### src/rtl/pwm_pkg.sv
package pwm_pkg;
  localparam int unsigned OPC_W   = 5;
  localparam logic [OPC_W-1:0] OPC_PWM = 5'b11010;

  typedef enum logic {
    DIR_UP   = 1'b0,
    DIR_DOWN = 1'b1
  } sweep_dir_e;
endpackage

### src/rtl/pwm_op_decode.sv
module pwm_op_decode #(
  parameter int unsigned INSTR_W  = 32,
  parameter int unsigned OP_LSB   = 0,
  parameter int unsigned DUTY_LSB = 5,
  parameter int unsigned DUTY_W   = 8
) (
  input  logic [INSTR_W-1:0] instr,
  output logic               hit,
  output logic [DUTY_W-1:0]  duty
);
  import pwm_pkg::*;

  assign hit  = (instr[OP_LSB +: OPC_W] == OPC_PWM);
  assign duty = instr[DUTY_LSB +: DUTY_W];
endmodule

### src/rtl/pwm_tri_carrier.sv
module pwm_tri_carrier #(
  parameter int unsigned CW = 8
) (
  input  logic          clk,
  input  logic          rst,
  input  logic          run,
  output logic [CW-1:0] val,
  output logic          at_zero
);
  import pwm_pkg::*;

  localparam logic [CW-1:0] TOP = {CW{1'b1}};
  localparam logic [CW-1:0] ONE = {{(CW-1){1'b0}}, 1'b1};

  sweep_dir_e dir_q;
  logic [CW-1:0] val_q;

  always_ff @(posedge clk) begin
    if (rst || !run) begin
      val_q <= '0;
      dir_q <= DIR_UP;
    end else if (dir_q == DIR_UP) begin
      if (val_q == TOP) begin
        val_q <= TOP - ONE;
        dir_q <= DIR_DOWN;
      end else begin
        val_q <= val_q + ONE;
      end
    end else begin
      if (val_q == '0) begin
        val_q <= ONE;
        dir_q <= DIR_UP;
      end else begin
        val_q <= val_q - ONE;
      end
    end
  end

  assign val     = val_q;
  assign at_zero = (val_q == '0);
endmodule

### src/rtl/pwm_duty_hold.sv
module pwm_duty_hold #(
  parameter int unsigned DW = 8
) (
  input  logic          clk,
  input  logic          rst,
  input  logic          run,
  input  logic          at_zero,
  input  logic [DW-1:0] duty_in,
  output logic [DW-1:0] duty_held,
  output logic [DW-1:0] duty_eff
);
  logic [DW-1:0] held_q;

  always_ff @(posedge clk) begin
    if (rst) begin
      held_q <= '0;
    end else if (run && at_zero) begin
      held_q <= duty_in;
    end
  end

  assign duty_held = held_q;
  assign duty_eff  = at_zero ? duty_in : held_q;
endmodule

### src/rtl/pwm_out_stage.sv
module pwm_out_stage #(
  parameter int unsigned DW = 8
) (
  input  logic          clk,
  input  logic          rst,
  input  logic          run,
  input  logic [DW-1:0] duty,
  input  logic [DW-1:0] carrier,
  output logic          pa,
  output logic          pb
);
  logic above;
  assign above = (duty > carrier);

  always_ff @(posedge clk) begin
    if (rst || !run) begin
      pa <= 1'b0;
      pb <= 1'b0;
    end else begin
      pa <= above;
      pb <= ~above;
    end
  end
endmodule

### src/rtl/pwm_tri_gen.sv
module pwm_tri_gen #(
  parameter int unsigned INSTR_W  = 32,
  parameter int unsigned RES_W    = 28,
  parameter int unsigned DUTY_W   = 8,
  parameter int unsigned OP_LSB   = 0,
  parameter int unsigned DUTY_LSB = 5,
  parameter int unsigned A_POS    = 27,
  parameter int unsigned B_POS    = 26
) (
  input  logic               clk,
  input  logic               rst,
  input  logic [INSTR_W-1:0] instr_i,
  output logic [RES_W-1:0]   res_o
);
  logic              op_hit;
  logic [DUTY_W-1:0] duty_in;
  logic [DUTY_W-1:0] car_val;
  logic              car_zero;
  logic [DUTY_W-1:0] duty_held;
  logic [DUTY_W-1:0] duty_eff;
  logic              pwm_a;
  logic              pwm_b;

  pwm_op_decode #(
    .INSTR_W(INSTR_W), .OP_LSB(OP_LSB), .DUTY_LSB(DUTY_LSB), .DUTY_W(DUTY_W)
  ) u_dec (
    .instr(instr_i), .hit(op_hit), .duty(duty_in)
  );

  pwm_tri_carrier #(.CW(DUTY_W)) u_car (
    .clk(clk), .rst(rst), .run(op_hit), .val(car_val), .at_zero(car_zero)
  );

  pwm_duty_hold #(.DW(DUTY_W)) u_hold (
    .clk(clk), .rst(rst), .run(op_hit), .at_zero(car_zero),
    .duty_in(duty_in), .duty_held(duty_held), .duty_eff(duty_eff)
  );

  pwm_out_stage #(.DW(DUTY_W)) u_out (
    .clk(clk), .rst(rst), .run(op_hit), .duty(duty_eff), .carrier(car_val),
    .pa(pwm_a), .pb(pwm_b)
  );

  always_comb begin
    res_o        = '0;
    res_o[A_POS] = pwm_a;
    res_o[B_POS] = pwm_b;
  end
endmodule

### config.mk
export PLATFORM = sky130hd
export DESIGN_NAME = pwm_tri_gen
export DESIGN_NICKNAME = d
export VERILOG_FILES = /design/src/rtl/pwm_pkg.sv /design/src/rtl/pwm_op_decode.sv /design/src/rtl/pwm_tri_carrier.sv /design/src/rtl/pwm_duty_hold.sv /design/src/rtl/pwm_out_stage.sv /design/src/rtl/pwm_tri_gen.sv
export SDC_FILE = /design/constraint.sdc
export NUM_CORES = 1
export LEC_CHECK = 0
export BUFFER_PORTS_ARGS = -buffer_cell sky130_fd_sc_hd__buf_2
export CAP_MARGIN = 10
export CORE_MARGIN = 10
export CORE_UTILIZATION = 35
export CTS_CLUSTER_DIAMETER = 30
export DETAILED_ROUTE_END_ITERATION = 8
export GPL_TIMING_DRIVEN = 0
export HOLD_SLACK_MARGIN = 0.06
export PLACE_DENSITY = 0.58
export SLEW_MARGIN = 20
export SYNTH_ARGS = -nofsm -noshare
export SYNTH_HDL_FRONTEND = slang
export SYNTH_SLANG_ARGS = --single-unit
### constraint.sdc
create_clock -name clk -period 6.4 [get_ports clk]
set_clock_uncertainty 0.2 [all_clocks]
set_input_delay 0.64 -clock clk [delete_from_list [all_inputs] [get_ports clk]]
set_output_delay 0.64 -clock clk [all_outputs]
set_load 0.02 [all_outputs]
==> impl_metrics.tcl <==
set metrics [dict create \
    drive_above_1_share 0.224 \
    final-max-slew-violation-count 0 \
    timing.fmax_mhz 331 \
    n_antenna_cell 0 \
    rows 24 \
    drv_cap 0 \
    critPathTopFamily "simple AND/OR/NAND/NOR gates" \
    ys_ff_latch 19 \
    io_pins 62 \
    post-dp-hpwl_um 2880 \
    cts_buffers 3 \
    async_reset_ff_frac 0 \
    antenna_found_initial 0 \
    hold_buffers 0 \
    fin_area_mm2 0.00182 \
    fin_nets 292 \
    hold_path_class "reg -> reg" \
    period_needed_ns 3.02 \
    grt_start_max_net_pins 11 \
    grt_pass1_wl_um 6270 \
    syn2layout_area_growth_pct 18.1 \
    rr_worst_depth 10 \
    rsz0062_at_grt "no" \
    clock_path_buffers 2 \
    cts_setup_buffers 0 \
    synth_cells 202 \
    powerDensity_mw_per_mm2 137 \
    die_h_um 86.4 \
    fill_cells 439 \
    crit_type "reg -> reg" \
    cts_tree "yes" \
    ys_types 44 \
    drtAntennaViolNets 0 \
    via_per_inst 4.70 \
    cp-end-kind "flop" \
    cts_num_sinks 19 \
    via_count 1402 \
    ir_worst_vdd_v 0.0000929 \
    fin_crit_sh 0.472 \
    hold_viol 0 \
    clkSlewWorstSetupHoldPaths_ns 0.08 \
    cp_slowest_cell "or4_4" \
    initial_core_util 0.356 \
    synth_edf_count 0 \
    gp_congestion 0.824 \
    h-tree-depth 1 \
    finalSetupTns_ns 0 \
    die_w_um 86.4 \
    slowest_delay_ns 0.59 \
    clk_latency_ns 0.25 \
    final_cell_mix "30 x buf_4, 27 x nand2_1, 26 x conb_1" \
    syn_area_mm2 0.00154 \
    pre_cts_ws_ns 3.41 \
    critPathLaunchType "flop" \
    crit_chain "or4_4 -> or3_4 -> buf_4 -> nand2_1 -> nand2_1 -> ha_1 -> a211oi_1 -> nor2_1 -> or3_1 -> a31oi_1" \
    yosys_warnings 0 \
    setup_violations 0 \
    setup_slack_ns 3.38 \
    drt_pre_antenna_iters 4 \
    drt_iter0_drc 124 \
    cp.depth 10 \
    worstPathArrival_ns 3.00 \
    drc 0 \
    overflow 0 \
    drt_wl_total_um 3580 \
    die_area_mm2 0.00746 \
    cts.root.buffer_cell "clkbuf_8" \
    postCtsResizedCells 0 \
    synth_seq_area_share 0.247 \
    crit_buf_inv 1 \
    coreArea_mm2 0.00432 \
    p_leak_nw 0.808 \
    fin_util 0.421 \
    wl_per_cell_um 12.0 \
    placed_cell_area_mm2 0.00178 \
    final_common_cell "buf_4" \
    avgSynthCellArea_um2 7.63 \
    status "finished clean" \
    grt_use_total 0.0989 \
    min_path_cells 2 \
    synthFlopType "dfxtp_1" \
    cp_max_fo 10 \
    grt_pass1_vias 1374 \
    path_common_cell "nand2_1" \
    required_ns 6.38 \
    port_buffers 15 \
]
## report_power, final
group,switching [W],total (W),internal [W],leakage [nW]
sequential,0.000000433,0.000119,0.000119,0.153
combinational,0.0000263,0.0000465,0.0000202,0.632
clock,0.0000402,0.0000844,0.0000442,0.0228
total,0.0000669,0.000250,0.000183,0.808
## sequential cells by signal (all words and copies together) (netlist names)
name	flops
u_car.dir_q	1
u_car.val	8
u_hold.duty_held	8
u_out.pa	1
u_out.pb	1
## synthesized netlist by cell type (2+ instances only)
cell	instances	area share
a211oi_1	3	0.015
a21oi_1	17	0.055
a31oi_1	2	0.0081
and2_1	3	0.012
and3_1	2	0.0081
buf_4	30	0.15
buf_6	2	0.015
clkbuf_1	4	0.0097
dfxtp_1	19	0.25
ha_1	11	0.089
inv_1	9	0.022
mux2i_1	2	0.013
nand2_1	27	0.066
nand2b_1	2	0.0081
nand3_1	14	0.045
nand4_1	3	0.012
nor2_1	3	0.0073
nor3_1	3	0.0097
nor3b_1	2	0.0097
o211ai_1	2	0.0097
o21ai_0	8	0.026
o21ai_1	8	0.026
or3_1	3	0.012
xnor2_1	3	0.017
## worst register-to-register path: cells and delay by family (launching register included)
| kind | cells | cell delay (ns) |
|---|---|---|
| buffers and inverters | 1 | 0.19 |
| DFF | 1 | 0.37 |
| AOI/OAI and AO/OA | 2 | 0.39 |
| and+or+nand+nor | 6 | 1.51 |
| adders and majority gates | 1 | 0.28 |
## logic make-up (layout without fill, tap and decap cells)
group	count (synthesis)	after routing	synth area share
AO/OA/AOI/OAI	45	45	0.166
XOR/XNOR	4	4	0.0227
adder cells (fa/ha/maj)	11	11	0.0893
buffers and inverters	47	66	0.198
flip-flops	19	19	0.247
multiplexers	2	2	0.0130
other	1	26	0.00243
AND/OR/NAND/NOR	73	73	0.262
## stage by stage
stage	hold slack [ns]	total power [W]	std cells
6_report	0.283	0.000250	298
5_1_grt	0.307	0.000265	298
4_1_cts	0.287	0.000255	298
3_5_place_dp	0.274	0.000168	294
3_3_place_gp	0.270	0.000167	294
2_1_floorplan	0.258	0.000160	227
## worst paths after layout
kind                                           from                  end  slack, ns
worst min register to register  u_hold.duty_held[0]  u_hold.duty_held[0]       0.28
worst max-delay path                   u_car.val[6]             u_out.pb       3.38
worst max register to register         u_car.val[6]             u_out.pb       3.38
worst min-delay path            u_hold.duty_held[0]  u_hold.duty_held[0]       0.28
## metal layers
layer / global-route usage / wire (um)
met3: 0.0281 / 280
met2: 0.150 / 1620
met1: 0.127 / 1610
met5: 0 / 0
met4: 0.0427 / 68
## area by class of cell
cell class | count | area [um2] | area share
Inverter | 9 | 33.8 | 0.0186
Timing Repair Buffer | 15 | 75.1 | 0.0412
Clock buffer | 4 | 45.0 | 0.0247
Multi-Input combinational cell | 161 | 950 | 0.522
Tap cell | 52 | 65.1 | 0.0357
Sequential cell | 19 | 380 | 0.209
Buffer | 38 | 272 | 0.149
Power figures use the tool's default switching activity.
